File: src/rtl/crsp_pkg.sv
`timescale 1ns/1ps
package crsp_pkg;

  typedef enum logic [2:0] {
    FMT_NONE  = 3'd0,
    FMT_SHORT = 3'd1,
    FMT_LONG  = 3'd2,
    FMT_NOCRC = 3'd3
  } rsp_fmt_e;

  typedef enum logic [1:0] {
    PH_IDLE,
    PH_WAIT,
    PH_CAPT,
    PH_DONE
  } cap_phase_e;

  localparam int STATUS_W    = 16;
  localparam int ST_DONE_POS = 11;
  localparam int ST_CRC_POS  = 5;
  localparam int ST_TMO_POS  = 1;

  // One serial step of the 7-bit CRC, generator x^7 + x^3 + 1.
  function automatic logic [6:0] crc7_step(input logic [6:0] cur, input logic din);
    logic fb;
    fb = din ^ cur[6];
    return {cur[5:0], 1'b0} ^ (fb ? 7'h09 : 7'h00);
  endfunction

  function automatic logic fmt_expects_frame(input logic [2:0] code);
    return (code == FMT_SHORT) || (code == FMT_LONG) || (code == FMT_NOCRC);
  endfunction

endpackage

File: src/rtl/crsp_deser.sv
`timescale 1ns/1ps
module crsp_deser
  import crsp_pkg::*;
#(
  parameter int BUF_BITS   = 144,
  parameter int SHORT_BITS = 48,
  parameter int LONG_BITS  = 136,
  parameter int WAIT_LIMIT = 64,
  parameter int CRC_SPAN   = 40
) (
  input  logic                clk,
  input  logic                rst_n,
  input  logic                start_i,
  input  logic [2:0]          fmt_i,
  input  logic                tick_i,
  input  logic                line_i,
  output logic [BUF_BITS-1:0] frame_o,
  output logic                done_o,
  output logic                tmo_o,
  output logic                crc_err_o,
  output logic                evt_o,
  output logic                avail_o,
  output logic                long_o
);

  localparam int CW     = $clog2(BUF_BITS + 1);
  localparam int WW     = $clog2(WAIT_LIMIT + 1);
  localparam int CRC_HI = BUF_BITS - 1 - CRC_SPAN;
  localparam logic [CW-1:0] TOP_C      = CW'(BUF_BITS - 1);
  localparam logic [CW-1:0] SPAN_C     = CW'(CRC_SPAN);
  localparam logic [CW-1:0] SHORT_LAST = CW'(SHORT_BITS - 1);
  localparam logic [CW-1:0] LONG_LAST  = CW'(LONG_BITS - 1);
  localparam logic [WW-1:0] WAIT_LAST  = WW'(WAIT_LIMIT - 1);

  cap_phase_e    phase;
  logic [CW-1:0] bit_cnt;
  logic [WW-1:0] idle_cnt;
  logic [6:0]    crc_q;
  logic          chk_crc_q;
  logic [CW-1:0] last_idx;

  assign last_idx = long_o ? LONG_LAST : SHORT_LAST;

  always_ff @(posedge clk) begin
    if (!rst_n) begin
      phase     <= PH_IDLE;
      frame_o   <= '0;
      bit_cnt   <= '0;
      idle_cnt  <= '0;
      crc_q     <= '0;
      chk_crc_q <= 1'b0;
      long_o    <= 1'b0;
      done_o    <= 1'b0;
      tmo_o     <= 1'b0;
      crc_err_o <= 1'b0;
      evt_o     <= 1'b0;
      avail_o   <= 1'b0;
    end else begin
      evt_o <= 1'b0;
      if (start_i) begin
        frame_o   <= '0;
        bit_cnt   <= '0;
        idle_cnt  <= '0;
        crc_q     <= '0;
        tmo_o     <= 1'b0;
        crc_err_o <= 1'b0;
        avail_o   <= 1'b0;
        long_o    <= (fmt_i == FMT_LONG);
        chk_crc_q <= (fmt_i == FMT_SHORT);
        if (fmt_expects_frame(fmt_i)) begin
          phase  <= PH_WAIT;
          done_o <= 1'b0;
        end else begin
          phase  <= PH_DONE;
          done_o <= 1'b1;
          evt_o  <= 1'b1;
        end
      end else if (tick_i) begin
        case (phase)
          PH_WAIT: begin
            if (!line_i) begin
              // start bit lands at the top of the buffer, already zero
              phase   <= PH_CAPT;
              bit_cnt <= CW'(1);
              crc_q   <= crc7_step(crc_q, 1'b0);
            end else if (idle_cnt == WAIT_LAST) begin
              phase  <= PH_DONE;
              tmo_o  <= 1'b1;
              done_o <= 1'b1;
              evt_o  <= 1'b1;
            end else begin
              idle_cnt <= idle_cnt + 1'b1;
            end
          end
          PH_CAPT: begin
            frame_o[TOP_C - bit_cnt] <= line_i;
            if (bit_cnt < SPAN_C) crc_q <= crc7_step(crc_q, line_i);
            bit_cnt <= bit_cnt + 1'b1;
            if (bit_cnt == last_idx) begin
              phase     <= PH_DONE;
              done_o    <= 1'b1;
              evt_o     <= 1'b1;
              avail_o   <= 1'b1;
              crc_err_o <= chk_crc_q && (crc_q != frame_o[CRC_HI -: 7]);
            end
          end
          default: ;
        endcase
      end
    end
  end

endmodule

File: src/rtl/crsp_rdport.sv
`timescale 1ns/1ps
module crsp_rdport #(
  parameter int HW_W     = 16,
  parameter int MAX_HW   = 9,
  parameter int SHORT_HW = 3,
  parameter int BUF_BITS = 144
) (
  input  logic                clk,
  input  logic                rst_n,
  input  logic                start_i,
  input  logic [BUF_BITS-1:0] frame_i,
  input  logic                avail_i,
  input  logic                long_i,
  input  logic                ready_i,
  output logic                valid_o,
  output logic [HW_W-1:0]     data_o
);

  localparam int PW = $clog2(MAX_HW + 1);
  localparam logic [PW-1:0] LONG_CNT  = PW'(MAX_HW);
  localparam logic [PW-1:0] SHORT_CNT = PW'(SHORT_HW);

  logic [HW_W-1:0] hw [MAX_HW];
  logic [PW-1:0]   ptr;
  logic [PW-1:0]   limit;
  logic [HW_W-1:0] sel;

  for (genvar g = 0; g < MAX_HW; g++) begin : g_slice
    assign hw[g] = frame_i[BUF_BITS-1-g*HW_W -: HW_W];
  end

  assign limit   = long_i ? LONG_CNT : SHORT_CNT;
  assign valid_o = avail_i && (ptr < limit);

  always_comb begin
    sel = '0;
    for (int k = 0; k < MAX_HW; k++) begin
      if (ptr == PW'(k)) sel = hw[k];
    end
  end

  assign data_o = valid_o ? sel : '0;

  always_ff @(posedge clk) begin
    if (!rst_n)                  ptr <= '0;
    else if (start_i)            ptr <= '0;
    else if (valid_o && ready_i) ptr <= ptr + 1'b1;
  end

endmodule

File: src/rtl/cmd_rsp_capture.sv
`timescale 1ns/1ps
module cmd_rsp_capture
  import crsp_pkg::*;
#(
  parameter int HW_W       = 16,
  parameter int SHORT_BITS = 48,
  parameter int LONG_BITS  = 136,
  parameter int WAIT_LIMIT = 64,
  parameter int CRC_SPAN   = 40
) (
  input  logic                clk,
  input  logic                rst_n,
  input  logic                cmd_sent,
  input  logic [2:0]          rsp_fmt,
  input  logic                card_clk_rise,
  input  logic                cmd_in,
  output logic                rsp_valid,
  input  logic                rsp_ready,
  output logic [HW_W-1:0]     rsp_data,
  output logic [STATUS_W-1:0] rsp_status,
  output logic                rsp_end_evt
);

  localparam int MAX_HW   = (LONG_BITS + HW_W - 1) / HW_W;
  localparam int SHORT_HW = (SHORT_BITS + HW_W - 1) / HW_W;
  localparam int BUF_BITS = MAX_HW * HW_W;

  logic [BUF_BITS-1:0] frame;
  logic done, tmo, crc_err, avail, is_long;

  crsp_deser #(
    .BUF_BITS  (BUF_BITS),
    .SHORT_BITS(SHORT_BITS),
    .LONG_BITS (LONG_BITS),
    .WAIT_LIMIT(WAIT_LIMIT),
    .CRC_SPAN  (CRC_SPAN)
  ) u_deser (
    .clk      (clk),
    .rst_n    (rst_n),
    .start_i  (cmd_sent),
    .fmt_i    (rsp_fmt),
    .tick_i   (card_clk_rise),
    .line_i   (cmd_in),
    .frame_o  (frame),
    .done_o   (done),
    .tmo_o    (tmo),
    .crc_err_o(crc_err),
    .evt_o    (rsp_end_evt),
    .avail_o  (avail),
    .long_o   (is_long)
  );

  crsp_rdport #(
    .HW_W    (HW_W),
    .MAX_HW  (MAX_HW),
    .SHORT_HW(SHORT_HW),
    .BUF_BITS(BUF_BITS)
  ) u_rd (
    .clk    (clk),
    .rst_n  (rst_n),
    .start_i(cmd_sent),
    .frame_i(frame),
    .avail_i(avail),
    .long_i (is_long),
    .ready_i(rsp_ready),
    .valid_o(rsp_valid),
    .data_o (rsp_data)
  );

  always_comb begin
    rsp_status              = '0;
    rsp_status[ST_DONE_POS] = done;
    rsp_status[ST_CRC_POS]  = crc_err;
    rsp_status[ST_TMO_POS]  = tmo;
  end

endmodule

File: config.mk
export PLATFORM = sky130hd
export DESIGN_NAME = cmd_rsp_capture
export DESIGN_NICKNAME = d
export VERILOG_FILES = /design/src/rtl/crsp_pkg.sv /design/src/rtl/crsp_deser.sv /design/src/rtl/crsp_rdport.sv /design/src/rtl/cmd_rsp_capture.sv
export SDC_FILE = /design/constraint.sdc
export NUM_CORES = 1
export LEC_CHECK = 0
export BUFFER_PORTS_ARGS = -buffer_cell sky130_fd_sc_hd__buf_2
export CAP_MARGIN = 20
export CORE_MARGIN = 2
export CORE_UTILIZATION = 44
export DETAILED_ROUTE_END_ITERATION = 8
export RECOVER_POWER = 50
export SKIP_LAST_GASP = 1
export SYNTH_ARGS = -nofsm -noshare
export SYNTH_HDL_FRONTEND = slang
export SYNTH_HIERARCHICAL = 1
export SYNTH_SLANG_ARGS = --single-unit
File: constraint.sdc
create_clock -name clk -period 2.1 [get_ports clk]
set_input_delay 0.21 -clock clk [delete_from_list [all_inputs] [get_ports clk]]
set_output_delay 0.21 -clock clk [all_outputs]
set_load 0.01 [all_outputs]
==> run_results.csv <==
group,metric,value,unit
status,outcome,"complete, but fails checks",
status,violations,"negative setup slack",
pwr,p_total,6885,uW
sta,skew,0.01433,ns
global_route,grt_pass1_wl,49.36,mm
critical_path,worstSetupPathType,"flop to output pin",
die,design.portCount,43,
sta,drv_slew,0,
flow_run,maxCapViolCount,0,
routing,topRoutingLayerUsed,"met4",
yosys,ys_ff_latch,179,
yosys,synthMuxAreaShare,0.1159,
global_route,grt_start_max_net_pins,72,
place,hpwl,20.00,mm
routing,drt-initial-drc-count,975,
critical_path,path_depth,9,
global_route,grt_overflow,0,
die,core_area,22570,sq um
yosys,yosys_warnings,6,
yosys,ys_seq_area_frac,0.3545,
worst_hold_path,hp-class,"input pin to flop",
global_route,grt_pass1_vias,8620,
yosys,synth_compound_area_frac,0.1757,
critical_path,reg2reg_depth,7,
routing,wl_met2,14.38,mm
pwr,p_sw_frac,0.2538,
yosys,synth_async_sr_flop_share,0,
pwr,pwr-share-comb,0.038,
critical_path,cp_common_cell,"buf_4",
routing,antenna_left,0,
clock_tree,clock_tree.buffer_depth,2,
sta,fin_crit_sh,1.259,
yosys,synthFlopType,"dfxtp_1",
critical_path,crit_slowest_cell,"dfxtp_4",
final_layout,layout.nets,1271,
yosys,yosys.area_share.xor_xnor,0.01696,
critical_path,cp-start-kind,"flop",
final_layout,drive_above_1_share,0.1981,
routing,remaining_drc_errors,0,
die,die_x,155.6,um
sta,relSlewSlack,0.4941,
yosys,synth_top_family_by_area,"simple AND/OR/NAND/NOR gates",
clock_tree,insertion_delay,0.44,ns
pwr,p_leak,0.004088,uW
critical_path,critical_path.top_delay_family,"buffers and inverters",
clock_tree,cts_buffers,17,
pwr,powerDensity,585.6,nW/um^2
routing,via_per_inst,6.037,
routing,routedWlPerCell,20.34,um
yosys,syn_area_per_cell,8.332,sq um
sta,finalCriticalPeriod,2.643,ns
critical_path,crit_path_end_kind,"output pin",
critical_path,cp.buffers_inverters,5,
critical_path,cp.required,1.89,ns
place,place_congestion,0.8704,
routing,vias,9339,
die,dieArea,24200,sq um
final_layout,antenna_cells,0,
yosys,yosysTopAreaCell,"dfxtp_1",
place,io_buffers,29,
yosys,synth_cell_type_count,67,
die,initial_core_util,0.4478,
yosys,synthAdderAreaFrac,0.01609,
clock_tree,h-tree-depth,4,
global_route,antenna_found_initial,0,
pwr,p_int,5138,uW
sta,fmax,378.3,MHz
yosys,yosys.cell_count.top_type,"dfxtp_1",
critical_path,cp_max_fo,14,
sta,fin_hold_ws,0.07363,ns
pwr,pwr-share-clk,0.468,
critical_path,worstPathArrival,2.43,ns
worst_hold_path,hold_depth,2,
die,die_y,155.6,um
pwr,seqPwrFrac,0.494,
final_layout,area_growth,16.33,%
routing,dr.pass1.iters,5,
sta,final_hold_viol_count,0,
yosys,yosys.area_share.simple,0.2377,
yosys,synth_commonest_cells,"dfxtp_1 (179), nor2_1 (170), mux2i_1 (117), a21oi_1 (112), o21ai_0 (85)",
routing,drt_wl_total,31.47,mm
pwr,switchingPower,1748,uW
clock_tree,cts_tree,"done",
critical_path,cp_cell_sequence,"buf_4, ha_4, buf_4, nand3b_1, buf_12, o22ai_1, a2111oi_4, buf_4, buf_2",
clock_tree,holdBufCountCts,0,
pwr,vdd_ir_drop_max,0.5209,mV
sta,setup_viol,48,
yosys,synth_area_leaders,"dfxtp_1 (35%), mux2i_1 (12%), nor2_1 (6.3%)",
yosys,syn_inst,1213,
die,core.rowCount,55,
clock_tree,clk_pin_slew,0.07,ns
yosys,synth_top_area_share,0.3545,
clock_tree,cts-root-buf,"clkbuf_16",
yosys,synth_edf_count,0,
routing,wl_met1,14.21,mm
sta,tightest_slew,0.7588,ns
clock_tree,cts_sinks,179,
routing,dr_wl_met3,2.080,mm
yosys,synth_area,10110,sq um
sta,fin_ws,-0.5435,ns
sta,grt_setup_unrepaired,"yes",
critical_path,cpPeakStageDelay,0.40,ns
global_route,grt_usage,0.2586,
==> path summary, 6_finish.rpt <==
kind,to,slack (ns),from
min reg2reg,u_deser/idle_cnt[6],0.45,u_deser/idle_cnt[6]
max,rsp_data[13],-0.54,u_rd/ptr[0]
max reg2reg,u_deser/frame_o[48],-0.15,u_deser/bit_cnt[5]
min,u_deser/long_o,0.07,rst_n
==> logic make-up (layout without fill, tap and decap cells) <==
family | after synthesis | in the layout
compound gates | 291 | 292
xor+xnor | 18 | 18
fa+ha+maj | 13 | 13
buf+inv | 169 | 205
flops | 179 | 179
mux | 117 | 117
other cells | 1 | 13
simple gates | 425 | 425
==> power by group through the flow <==
stage | Combinational (uW) | Sequential (uW) | Clock (uW)
global route | 283 | 3400 | 3410
finish | 262 | 3400 | 3220
CTS | 261 | 3400 | 3280
global placement | 258 | 3490 | 0
floorplan | 195 | 3480 | 0
detailed placement | 259 | 3490 | 0
==> final cells by class <==
cell class              count  area, sq um
clock buffers              18        429.2
clock inverters            14        141.4
fillers                  2127        10810
inverters                  27        111.4
multi-input cells         878         5899
flip-flops and latches    179         3593
well taps                 285        356.6
repair buffers            146         1226
==> cells in the final DEF, fill, tap and decap left out, types with 5 or more instances in the layout <==
master,synthesis,routed
xnor2_1,7,6
o21ai_1,10,19
nor2_1,170,169
nor2b_1,18,18
o22ai_1,17,17
buf_4,22,77
a221oi_1,16,15
inv_1,27,24
nand2_1,21,18
clkbuf_1,70,8
nand3b_1,6,6
clkbuf_16,0,19
o211ai_1,5,5
nor3_1,51,63
a21oi_1,112,109
dfxtp_1,179,175
ha_4,0,5
ha_1,13,8
conb_1,1,13
buf_6,11,13
nand3_1,41,40
nor3_2,27,16
nand4_1,38,38
inv_6,0,7
mux2i_1,117,117
xor2_1,10,10
and3_1,7,7
clkbuf_2,0,8
buf_12,0,12
o21ai_0,85,73
o2bb2ai_1,14,12
a2111oi_2,9,10
buf_2,30,23
==> metrics by stage <==
| step | area, sq um | setup TNS, ns | worst slack (ns) | utilization | cells |
|---|---|---|---|---|---|
| 2_1_floorplan | 10160 | 0 | 0.02462 | - | 1225 |
| 3_3_place_gp | 10830 | -3.808 | -0.2828 | 0.4797 | 1492 |
| 3_5_place_dp | 10830 | -3.958 | -0.2992 | 0.4797 | 1492 |
| 4_1_cts | 11710 | -7.901 | -0.5197 | 0.5188 | 1536 |
| 5_1_grt | 11760 | -16.32 | -0.6063 | 0.5209 | 1547 |
| 6_report | 11760 | -9.766 | -0.5435 | 0.5209 | 1547 |
==> repair_timing <==
| item | 4_1_cts | 5_1_grt |
|---|---|---|
| endpoints found under the hold margin | 0 | 0 |
| setup buffers | 12 | 10 |
| gates cloned | 1 | 2 |
| setup endpoints to repair | 21 | 21 |
| resized for setup | 51 | 26 |
| pin swaps | 14 | 13 |
==> layer usage <==
layer  track usage  vias to the layer above
li1              -                     4375
met4       0.07602                        0
met3       0.04139                       62
met5             0                        -
met2        0.4138                      403
met1        0.3604                     4499
==> sequential cells by signal, summed over array words and instances (netlist names), 2 cells and up <==
| name | flops |
|---|---|
| u_deser/bit_cnt | 8 |
| u_deser/crc_q | 7 |
| u_deser/frame_o | 144 |
| u_deser/idle_cnt | 7 |
| u_deser/phase | 2 |
| u_rd/ptr | 4 |
Note: power is estimated with default switching activity, not from simulation.
